## src/rtl/cfgr_pkg.sv

```systemverilog
package cfgr_pkg;

   typedef enum logic {
      RGN_LOCAL  = 1'b0,
      RGN_REMOTE = 1'b1
   } rgn_e;

   typedef enum logic {
      WSEL_LO = 1'b0,
      WSEL_HI = 1'b1
   } wsel_e;

   localparam logic [1:0] SZ_BYTE = 2'b00;
   localparam logic [1:0] SZ_HALF = 2'b01;

endpackage

```

## src/rtl/cfgr_filter.sv

```systemverilog
module cfgr_filter #(
   parameter int                    BUS_W           = 8,
   parameter int                    DEVFN_W         = 8,
   parameter int                    LS_W            = 6,
   parameter logic [LS_W-1:0]       L0_CODE         = 6'h11,
   parameter logic [DEVFN_W-1:0]    DEV_MASK        = 8'hF8,
   parameter bit                    FILTER_ROOT_DEV = 1'b1
) (
   input  logic [BUS_W-1:0]   bus,
   input  logic [BUS_W-1:0]   first_bus,
   input  logic [BUS_W-1:0]   primary,
   input  logic [DEVFN_W-1:0] devfn,
   input  logic [LS_W-1:0]    link_state,
   input  logic               busy,
   output logic               reject,
   output logic               to_local
);

   logic link_up;
   logic dev_bad;

   assign to_local = (bus == first_bus);
   assign link_up  = (link_state >= L0_CODE);

   generate
      if (FILTER_ROOT_DEV) begin : g_root_filter
         assign dev_bad = ((bus == first_bus) || (primary == first_bus)) &&
                          (|(devfn & DEV_MASK));
      end else begin : g_no_filter
         logic unused_filter_in;
         assign unused_filter_in = ^{primary, devfn};
         assign dev_bad = 1'b0;
      end
   endgenerate

   assign reject = busy | ~link_up | dev_bad;

endmodule

```

## src/rtl/cfgr_lanes.sv

```systemverilog
module cfgr_lanes #(
   parameter int DATA_W = 32
) (
   input  logic [1:0]          size,
   input  logic [1:0]          off_lo,
   input  logic [DATA_W-1:0]   wdata,
   input  logic [DATA_W-1:0]   rword,
   output logic [DATA_W/8-1:0] be,
   output logic [DATA_W-1:0]   wlane,
   output logic [DATA_W-1:0]   rext
);
   import cfgr_pkg::*;

   localparam int NB = DATA_W / 8;
   localparam int LW = $clog2(NB) + 2;

   logic [LW-1:0]     shift_b;
   logic [LW-1:0]     nbytes;
   logic [DATA_W-1:0] keep;

   always_comb begin
      if (size == SZ_BYTE) begin
         shift_b = LW'(off_lo);
         nbytes  = LW'(1);
      end else if (size == SZ_HALF) begin
         shift_b = LW'({off_lo[1], 1'b0});
         nbytes  = LW'(2);
      end else begin
         shift_b = '0;
         nbytes  = LW'(NB);
      end
   end

   assign keep  = (DATA_W'(1) << {nbytes, 3'b000}) - DATA_W'(1);
   assign wlane = (wdata & keep) << {shift_b, 3'b000};
   assign rext  = (rword >> {shift_b, 3'b000}) & keep;

   generate
      for (genvar gi = 0; gi < NB; gi++) begin : g_lane
         assign be[gi] = (LW'(gi) >= shift_b) && (LW'(gi) < (shift_b + nbytes));
      end
   endgenerate

endmodule

```

## src/rtl/cfgr_window.sv

```systemverilog
module cfgr_window #(
   parameter int BUS_W   = 8,
   parameter int DEVFN_W = 8,
   parameter int WIN_W   = 32
) (
   input  logic               clk,
   input  logic               rst_n,
   input  logic               fire,
   input  logic [BUS_W-1:0]   bus,
   input  logic [DEVFN_W-1:0] devfn,
   output logic               busy,
   output logic               win_we,
   output logic               win_sel,
   output logic [WIN_W-1:0]   win_wdata,
   output logic               win_upd
);
   import cfgr_pkg::*;

   localparam int STEPS = 2;
   localparam int CW    = $clog2(STEPS + 1);
   localparam int LOW_Z = WIN_W - BUS_W - DEVFN_W;

   logic [CW-1:0]    step_q;
   logic [WIN_W-1:0] cache_q;
   logic [WIN_W-1:0] target;
   logic             differs;

   assign target  = WIN_W'({bus, devfn}) << LOW_Z;
   assign differs = (target != cache_q);
   assign busy    = (step_q != CW'(STEPS));

   always_ff @(posedge clk or negedge rst_n) begin
      if (!rst_n) begin
         step_q    <= '0;
         cache_q   <= '0;
         win_we    <= 1'b0;
         win_sel   <= WSEL_LO;
         win_wdata <= '0;
         win_upd   <= 1'b0;
      end else if (busy) begin
         step_q    <= step_q + CW'(1);
         win_we    <= 1'b1;
         win_sel   <= (step_q == '0) ? WSEL_HI : WSEL_LO;
         win_wdata <= '0;
         win_upd   <= 1'b0;
      end else begin
         win_we    <= fire && differs;
         win_upd   <= fire && differs;
         win_sel   <= WSEL_LO;
         win_wdata <= target;
         if (fire) cache_q <= target;
      end
   end

   assert_setup_clear_R5: assert property (@(posedge clk) disable iff (!rst_n)
      busy |=> (win_we && (win_wdata == '0)));

   assert_no_stray_win_R4: assert property (@(posedge clk) disable iff (!rst_n)
      (!fire && !busy) |=> !win_we);

endmodule

```

## src/rtl/pcie_cfg_remapper.sv

```systemverilog
module pcie_cfg_remapper #(
   parameter int              BUS_W     = 8,
   parameter int              DEVFN_W   = 8,
   parameter int              RAW_OFF_W = 16,
   parameter int              CFG_OFF_W = 12,
   parameter int              DATA_W    = 32,
   parameter int              LS_W      = 6,
   parameter logic [LS_W-1:0] L0_CODE   = 6'h11,
   parameter logic [11:0]     PRIM_OFF  = 12'h018,
   parameter bit              FILTER_ROOT_DEV = 1'b1
) (
   input  logic                 clk,
   input  logic                 rst_n,
   input  logic [BUS_W-1:0]     first_bus,
   input  logic [LS_W-1:0]      link_state,
   input  logic                 req_valid,
   input  logic                 req_write,
   input  logic [BUS_W-1:0]     req_bus,
   input  logic [DEVFN_W-1:0]   req_devfn,
   input  logic [BUS_W-1:0]     req_primary,
   input  logic [RAW_OFF_W-1:0] req_offset,
   input  logic [1:0]           req_size,
   input  logic [DATA_W-1:0]    req_wdata,
   output logic                 win_we,
   output logic                 win_sel,
   output logic [DATA_W-1:0]    win_wdata,
   output logic                 mem_valid,
   output logic                 mem_write,
   output logic                 mem_region,
   output logic [CFG_OFF_W-1:0] mem_addr,
   output logic [DATA_W/8-1:0]  mem_be,
   output logic [DATA_W-1:0]    mem_wdata,
   input  logic [DATA_W-1:0]    mem_rdata,
   output logic                 rsp_valid,
   output logic                 rsp_ok,
   output logic [DATA_W-1:0]    rsp_rdata
);
   import cfgr_pkg::*;

   localparam int NB = DATA_W / 8;

   if (DATA_W != 32) begin : g_bad_data_w
      $error("pcie_cfg_remapper: DATA_W must be 32");
   end
   if (BUS_W + DEVFN_W + 16 != DATA_W) begin : g_bad_target_w
      $error("pcie_cfg_remapper: bus and devfn widths must fill the top half of a word");
   end
   if (RAW_OFF_W < CFG_OFF_W) begin : g_bad_off_w
      $error("pcie_cfg_remapper: RAW_OFF_W must cover CFG_OFF_W");
   end

   // stage 0: decode
   logic [CFG_OFF_W-1:0] off0;
   logic                 rej0, local0, busy, fire_remote, win_upd;
   logic [DATA_W-1:0]    wdata0;
   logic                 unused_off_hi;

   assign off0          = req_offset[CFG_OFF_W-1:0];
   assign unused_off_hi = ^req_offset[RAW_OFF_W-1:CFG_OFF_W];

   cfgr_filter #(
      .BUS_W(BUS_W), .DEVFN_W(DEVFN_W), .LS_W(LS_W), .L0_CODE(L0_CODE),
      .DEV_MASK(DEVFN_W'(8'hF8)), .FILTER_ROOT_DEV(FILTER_ROOT_DEV)
   ) filter_i (
      .bus(req_bus), .first_bus(first_bus), .primary(req_primary),
      .devfn(req_devfn), .link_state(link_state), .busy(busy),
      .reject(rej0), .to_local(local0)
   );

   assign fire_remote = req_valid && !rej0 && !local0;
   assign wdata0 = (req_write && local0 && (off0 == CFG_OFF_W'(PRIM_OFF))) ?
                   (req_wdata & ~DATA_W'(8'hFF)) : req_wdata;

   cfgr_window #(.BUS_W(BUS_W), .DEVFN_W(DEVFN_W), .WIN_W(DATA_W)) window_i (
      .clk(clk), .rst_n(rst_n), .fire(fire_remote), .bus(req_bus),
      .devfn(req_devfn), .busy(busy), .win_we(win_we), .win_sel(win_sel),
      .win_wdata(win_wdata), .win_upd(win_upd)
   );

   // stage 1 and stage 2 registers
   logic                 s1_valid, s1_write, s1_rej;
   rgn_e                 s1_rgn;
   logic [CFG_OFF_W-1:0] s1_off;
   logic [1:0]           s1_size;
   logic [DATA_W-1:0]    s1_wdata;
   logic                 s2_valid, s2_write, s2_rej;
   rgn_e                 s2_rgn;
   logic [CFG_OFF_W-1:0] s2_off;
   logic [1:0]           s2_size;
   logic [DATA_W-1:0]    s2_wdata;

   always_ff @(posedge clk or negedge rst_n) begin
      if (!rst_n) begin
         s1_valid <= 1'b0; s1_write <= 1'b0; s1_rej <= 1'b0; s1_rgn <= RGN_LOCAL;
         s1_off   <= '0;   s1_size  <= '0;   s1_wdata <= '0;
         s2_valid <= 1'b0; s2_write <= 1'b0; s2_rej <= 1'b0; s2_rgn <= RGN_LOCAL;
         s2_off   <= '0;   s2_size  <= '0;   s2_wdata <= '0;
      end else begin
         s1_valid <= req_valid;
         s1_write <= req_write;
         s1_rej   <= rej0;
         s1_rgn   <= local0 ? RGN_LOCAL : RGN_REMOTE;
         s1_off   <= off0;
         s1_size  <= req_size;
         s1_wdata <= wdata0;
         s2_valid <= s1_valid;
         s2_write <= s1_write;
         s2_rej   <= s1_rej;
         s2_rgn   <= s1_rgn;
         s2_off   <= s1_off;
         s2_size  <= s1_size;
         s2_wdata <= s1_wdata;
      end
   end

   // stage 2: aperture access and response
   logic [NB-1:0]     be2;
   logic [DATA_W-1:0] wlane2, rext2;

   cfgr_lanes #(.DATA_W(DATA_W)) lanes_i (
      .size(s2_size), .off_lo(s2_off[1:0]), .wdata(s2_wdata),
      .rword(mem_rdata), .be(be2), .wlane(wlane2), .rext(rext2)
   );

   assign mem_valid  = s2_valid && !s2_rej;
   assign mem_write  = s2_write;
   assign mem_region = s2_rgn;
   assign mem_addr   = {s2_off[CFG_OFF_W-1:2], 2'b00};
   assign mem_be     = be2;
   assign mem_wdata  = wlane2;
   assign rsp_valid  = s2_valid;
   assign rsp_ok     = !s2_rej;
   assign rsp_rdata  = s2_rej ? '1 : (s2_write ? '0 : rext2);

   assert_reject_no_access_R9: assert property (@(posedge clk) disable iff (!rst_n)
      (s1_valid && s1_rej) |=> !mem_valid);

   assert_win_before_access_R4: assert property (@(posedge clk) disable iff (!rst_n)
      win_upd |=> (mem_valid && (mem_region == 1'b1)));

   assert_link_down_R6: assert property (@(posedge clk) disable iff (!rst_n)
      (req_valid && (link_state < L0_CODE)) |-> ##2 (rsp_valid && !rsp_ok));

   assert_lane_count_R8: assert property (@(posedge clk) disable iff (!rst_n)
      mem_valid |-> (($countones(mem_be) == 1) || ($countones(mem_be) == 2) ||
                     ($countones(mem_be) == 4)));

   assert_primary_mask_R7: assert property (@(posedge clk) disable iff (!rst_n)
      (mem_valid && mem_write && (mem_region == 1'b0) &&
       (mem_addr == {PRIM_OFF[CFG_OFF_W-1:2], 2'b00}) && mem_be[0])
      |-> (mem_wdata[7:0] == 8'h00));

endmodule

```

## config.mk

```make
export PLATFORM = sky130hd
export DESIGN_NAME = pcie_cfg_remapper
export DESIGN_NICKNAME = d
export VERILOG_FILES = /design/src/rtl/cfgr_pkg.sv /design/src/rtl/cfgr_filter.sv /design/src/rtl/cfgr_lanes.sv /design/src/rtl/cfgr_window.sv /design/src/rtl/pcie_cfg_remapper.sv
export SDC_FILE = /design/constraint.sdc
export NUM_CORES = 1
export LEC_CHECK = 0
export BUFFER_PORTS_ARGS = -buffer_cell sky130_fd_sc_hd__buf_2
export CORE_MARGIN = 3
export CORE_UTILIZATION = 35
export CTS_BUF_LIST = sky130_fd_sc_hd__clkbuf_4
export DETAILED_ROUTE_END_ITERATION = 8
export SYNTH_ARGS = -nofsm -noshare
export SYNTH_HDL_FRONTEND = slang
export SYNTH_SLANG_ARGS = --single-unit
```

## constraint.sdc

```tcl
create_clock -name clk -period 3.7 [get_ports clk]
set_input_delay 0.555 -clock clk [delete_from_list [all_inputs] [get_ports clk]]
set_output_delay 0.555 -clock clk [all_outputs]
set_load 0.02 [all_outputs]
```

==> results by group, run 1 <==
Layout
  – Layout cells sized above 1: 43.3%
  – Nets: 786
  – Ant diodes: 0
  – Core Util, Final: 46.7%
  – Commonest cells after routing, fill and taps aside: buf_2 (219), dfrtp_1 (136), nand2_1 (29)
  – Design Area, Final: 6940 sq um
  – Synthesis-to-layout area growth: 28.0%
  – Commonest non-fill, non-tap cell in the layout: buf_2
  – Fill count: 1381
  – Multi-input gate area: 1830 sq um
  – FF/Latch Area: 3400 sq um

Floorplanning
  – Initial Util: 36.5%
  – Die Y: 130 um
  – Die width: 130 um
  – Die area: 17000 sq um
  – I/O Pins: 243
  – Core region area: 14900 sq um
  – FP Rows: 44

Setup path
  – CP max FO: 28
  – Worst path cell trace: buf_4 -> nand2b_1 -> fa_1 -> mux2_2 -> a31oi_1 -> buf_2
  – Slowest CP cell: dfrtp_1
  – CP Buf/Inv Count: 2
  – Worst Setup End Kind: output port
  – Worst Setup Start Kind: flop
  – CP Data Required Time: 3.14 ns
  – Family with the most delay on the worst path: buffers and inverters
  – CP max stage delay: 0.43 ns
  – Critical path class: flop to output port
  – WP data arrival: 2.75 ns

Yosys
  – Count of cell types in the netlist: 39
  – Ys flop type: dfrtp_1
  – Mean Syn Cell Area: 12.6 sq um
  – FFs w/ async S/R, synth: 100%
  – Sequential share of the synthesized area: 62.7%
  – Yosys reg bits: 136
  – Post-synth EDFFs: 0
  – Mapped Cells: 431
  – Synth Warn #: 0
  – Post-Syn Area: 5420 sq um

Status
  – Status: finished, final reports clean

Timing
  – Final Hold Fails: 0
  – Fin Setup TNS: 0 ns
  – Relative slew slack: 28.9%
  – Final Cycle Share: 89.4%
  – RSZ-0062 raised after global routing: no
  – Clock period minus worst slack: 3.31 ns
  – Clock Skew: 0.0111 ns
  – Slew Limit Fails: 0
  – Least-Margin Pin Slew: 1.07 ns
  – FMAX: 0.302 GHz
  – Hold slack: 0.124 ns
  – Setup-failing EPs final: 0

Global routing
  – Initial antenna violation count: 2
  – GRT Total Usage: 16.7%
  – Final global-route overflow total: 0
  – Largest net degree at the start of global routing: 121
  – Vias in the first global route: 4147
  – Global-route wire length before repair: 21300 um

Place
  – Port bufs: 220
  – Hpwl dp: 11000 um
  – Post-placement cell area: 6680 sq um
  – GP Congestion: 0.779

Clock network
  – CTS Buf Count: 17
  – Reg clk slew, reported paths: 0.12 ns
  – CTS tree: done
  – H-tree depth: 4
  – Clock sink total: 136
  – Hold-fix buffers, CTS: 0
  – Longest Clk Path Bufs: 2
  – Setup Buffers After CTS: 0
  – Post_cts resized: 0
  – CTS Root Cell: clkbuf_4
  – Clk Latency, worst-skew pair: 0.52 ns

Detailed routing
  – Vias per inst: 4.78
  – Drt total wl: 14400 um
  – Drt pass-1 iters: 4
  – Vias: 4086
  – DR DRC count: 0
  – Initial drt markers: 196
  – Routed WL per cell: 16.8 um
  – Remaining antenna violation count: 0

Hold path
  – HP Class: primary input to flop

Power and ir drop
  – Sw frac: 29.0%
  – Leakage Power: 3.46 nW
  – Design Power: 3.09 mW
  – Logic pwr share: 17.9%
  – Sequential cell fraction of total power: 52.2%
  – Int Power: 2.19 mW
  – P_sw: 0.898 mW
  – VDD IR max: 0.215 mV
  – Pwr dens: 445 nW/um^2
  – Power share of the clock group: 29.9%

Run
  – Max cap viols: 0
==> path summary, 6_finish.rpt <==
| path | slack [ns] | startpoint | cells after the start | end |
|---|---|---|---|---|
| hold reg to reg | 0.35 | s1_wdata[12] | 0 | s2_wdata[12] |
| max in group asynchronous | 2.72 | rst_n | 2 | window_i.cache_q[30] |
| min in group asynchronous | 0.16 | rst_n | 1 | window_i.win_wdata[25] |
| hold / removal | 0.12 | req_wdata[26] | 1 | s1_wdata[26] |
| setup / recovery | 0.39 | s2_size[1] | 6 | mem_be[0] |
| setup reg to reg | 1.87 | window_i.step_q[0] | 5 | window_i.cache_q[28] |
==> power by group through the flow <==
stage	registers (mW)	clock network (mW)	logic, mW
final	1.62	0.924	0.553
after global routing	1.63	1.03	0.603
after CTS	1.62	0.970	0.559
after detailed placement	1.64	0	0.559
after global placement	1.64	0	0.549
after floorplan	1.65	0	0.313
==> synthesized netlist by cell type (7+ instances only) <==
| library cell | count | share of area (%) |
|---|---|---|
| dfrtp_1 | 136 | 63 |
| buf_4 | 18 | 2.5 |
| and2_1 | 17 | 2.0 |
| mux2i_1 | 8 | 1.5 |
| o21ai_0 | 25 | 2.3 |
| clkbuf_1 | 13 | 0.90 |
| a211oi_1 | 8 | 1.1 |
| nand2_1 | 29 | 2.0 |
| nor2b_1 | 27 | 3.1 |
| xnor2_1 | 17 | 2.7 |
| xor2_1 | 16 | 2.6 |
| a22oi_1 | 10 | 1.4 |
| nor2_1 | 18 | 1.2 |
| o221ai_1 | 8 | 1.3 |
| mux2_4 | 9 | 2.5 |
| mux2_2 | 9 | 1.9 |
| a31o_2 | 8 | 1.3 |
| inv_1 | 7 | 0.48 |
==> layer usage <==
metal	GRT usage [%]	wire, um	up-vias
met4	5.63	172	4
met3	6.38	1270	18
met2	30.1	7520	200
li1	-	-	1884
met1	17.9	5390	1980
met5	0	27	-
==> registers in the layout (all words and copies together) (netlist names) <==
| signal | count |
|---|---|
| mem_region | 1 |
| s1_rgn | 1 |
| s1_size | 2 |
| window_i.win_wdata | 16 |
| s1_write | 1 |
| window_i.win_we | 1 |
| s2_size | 2 |
| s1_valid | 1 |
| s2_off | 12 |
| mem_write | 1 |
| s2_rej | 1 |
| s1_rej | 1 |
| window_i.step_q | 2 |
| window_i.win_sel | 1 |
| s1_wdata | 32 |
| rsp_valid | 1 |
| window_i.cache_q | 16 |
| s2_wdata | 32 |
| s1_off | 12 |
==> per-stage QoR <==
step | worst slack, ns | cells
after floorplan | 0.510 | 448
after global placement | 1.02 | 823
after detailed placement | 0.954 | 823
after CTS | 0.329 | 854
after global routing | 0.241 | 854
final | 0.392 | 854
==> final cells by class <==
cell class	count	share of cell area, %
Sequential cell	136	49.0
Multi-Input combinational cell	265	26.4
Clock buffer	18	1.95
Timing Repair Buffer	229	16.9
Inverter	9	0.487
Clock inverter	13	1.91
Tap cell	184	3.32
==> cell families (layout without fill, tap and decap cells) <==
logic type / Yosys count / after routing / synth area share (%)
DFF: 136 / 136 / 62.7
and+or+nand+nor: 111 / 111 / 10.8
AOI/OAI and AO/OA: 73 / 73 / 9.50
buffers and inverters: 47 / 269 / 4.64
xor gates and xnor gates: 33 / 33 / 5.33
muxes: 26 / 26 / 5.84
adders and majority gates: 4 / 4 / 1.06
other: 1 / 18 / 0.0691
Power figures use the tool's default switching activity.
==> inputs of run 2 (changes only) <==
==> constraint.sdc (replaced) <==
create_clock -name clk -period 3.7 [get_ports clk]
set_input_delay 0.74 -clock clk [delete_from_list [all_inputs] [get_ports clk]]
set_output_delay 0.74 -clock clk [all_outputs]
set_load 0.02 [all_outputs]
==> run 2 against run 1 <==
Compared with the run above: worst setup slack got worse by 0.056 ns; cell count did not move; worst hold slack better by 0.17 ns; clock power rose by 16%; critical path depth is 1 higher; global-route usage about the same; sequential power is essentially flat; maximum frequency fell by 1.7%; power increased by 4.7%; first-iteration DRC count decreased by 25%; critical endpoint unchanged; largest cell class unchanged.
==> results by group, run 2 (synthesized netlist as in run 1, its figures left out) <==
Floorplanning
  – I/O Pins: 243
  – Die area: 17000 sq um
  – Core region area: 14900 sq um
  – Die width: 130 um
  – Initial Util: 36.5%
  – FP Rows: 44
  – Die Y: 130 um

Global routing
  – Met2 GRT Util: 30.2%
  – Global-route wire length before repair: 21400 um
  – Met1 usage: 17.9%
  – GRT Total Usage: 16.6%
  – GR Util met3: 5.85%
  – Initial antenna violation count: 4
  – Largest net degree at the start of global routing: 118
  – Gr busiest metal: met2
  – Final global-route overflow total: 0
  – Vias in the first global route: 4214

Timing
  – Fin Setup TNS: 0 ns
  – Least-Margin Pin Slew: 1.04 ns
  – Clock Skew: 0.0177 ns
  – FMAX: 0.297 GHz
  – Final Cycle Share: 90.9%
  – Clock period minus worst slack: 3.36 ns
  – Relative slew slack: 30.4%
  – Slew Limit Fails: 0
  – Final Hold Fails: 0
  – RSZ-0062 raised after global routing: no
  – Setup-failing EPs final: 0

Layout
  – Nets: 785
  – Largest regs: s1_wdata x32, s2_wdata x32
  – Layout cells sized above 1: 43.3%
  – Commonest cells after routing, fill and taps aside: buf_2 (219), dfrtp_1 (136), nand2_1 (29)
  – Core Util, Final: 47.0%
  – Synthesis-to-layout area growth: 28.9%
  – Ant diodes: 0
  – Commonest non-fill, non-tap cell in the layout: buf_2

Clock network
  – Longest Clk Path Bufs: 2
  – H-tree depth: 4
  – Clock sink total: 136
  – CTS tree: done
  – CTS Buf Count: 17
  – Setup Buffers After CTS: 0
  – Clk Latency, worst-skew pair: 0.54 ns
  – Post_cts resized: 0
  – CTS Root Cell: clkbuf_4
  – Hold-fix buffers, CTS: 0
  – Reg clk slew, reported paths: 0.12 ns

Status
  – Status: finished, final reports clean

Setup path
  – CP Data Required Time: 2.96 ns
  – Critical path class: flop to output port
  – Worst Reg-to-Reg Cells: 5
  – Worst Setup End Kind: output port
  – WP data arrival: 2.62 ns
  – Worst Setup Start Kind: flop
  – CP max FO: 29

Hold path
  – HP Class: primary input to flop
  – Worst hold path stage count: 1

Detailed routing
  – Remaining antenna violation count: 0
  – Initial drt markers: 147
  – DR DRC count: 0
  – Routed WL per cell: 16.7 um
  – Vias per inst: 4.83
  – Drt total wl: 14300 um
  – Vias: 4123
  – Drt pass-1 iters: 4

Place
  – Port bufs: 220
  – GP Congestion: 0.781
  – Hpwl dp: 10900 um

Power and ir drop
  – VDD IR max: 0.156 mV
  – Pwr dens: 463 nW/um^2
  – Leakage Power: 3.48 nW

Run
  – Max cap viols: 0
run 2: changes by cell type in the layout (fill, tap and decap cells not counted), sizes merged:
cell    before  now
bufinv       2    4
clkbuf      18   19
buf        229  228
clkinv       9    7
run 2: path summary, 6_finish.rpt:
path / start / endpoint / slack (ns)
worst max-delay path: s2_size[1] / mem_be[0] / 0.34
worst min-delay path: req_wdata[23] / s1_wdata[23] / 0.30
worst max register to register: window_i.step_q[0] / window_i.cache_q[24] / 1.91
worst min register to register: s1_wdata[10] / s2_wdata[10] / 0.34
max in group asynchronous: rst_n / s1_off[9] / 2.47
min in group asynchronous: rst_n / window_i.win_wdata[28] / 0.31
run 2: cell type report:
cell class / count / area [sq um]
multi-input combinational: 265 / 1830
inverter: 9 / 33.8
fill: 1390 / 7880
timing repair buffer: 228 / 1170
sequential: 136 / 3400
clock buffer: 19 / 143
tap: 184 / 230
clock inverter: 13 / 179
run 2: routing by layer:
| layer | wire length, um | up-vias |
|---|---|---|
| met3 | 1280 | 28 |
| met1 | 5400 | 1999 |
| met2 | 7320 | 203 |
| met4 | 239 | 8 |
| li1 | - | 1885 |
| met5 | 40 | - |
run 2: report_power, final:
group | switching (mW) | internal [mW]
clock network | 0.523 | 0.547
logic | 0.332 | 0.220
registers | 0.0414 | 1.57
total | 0.896 | 2.34
run 2: per-stage QoR:
step / worst slack, ns / power (mW) / std cells / hold slack (ns) / cell area, sq um
global placement: 0.844 / 2.19 / 822 / 0.333 / 6670
finish: 0.335 / 3.24 / 854 / 0.296 / 6990
CTS: 0.185 / 3.29 / 854 / 0.239 / 6990
floorplan: 0.325 / 1.97 / 448 / 0.331 / 5490
detailed placement: 0.815 / 2.20 / 822 / 0.335 / 6670
global route: 0.124 / 3.41 / 854 / 0.217 / 6990
run 2: critical path: stages (launching register included):
cell,delay (ns)
dfrtp_1,0.41
buf_4,0.24
nor2b_1,0.22
inv_2,0.06
fa_1,0.38
mux2_2,0.30
a31oi_1,0.26
buf_2,0.22
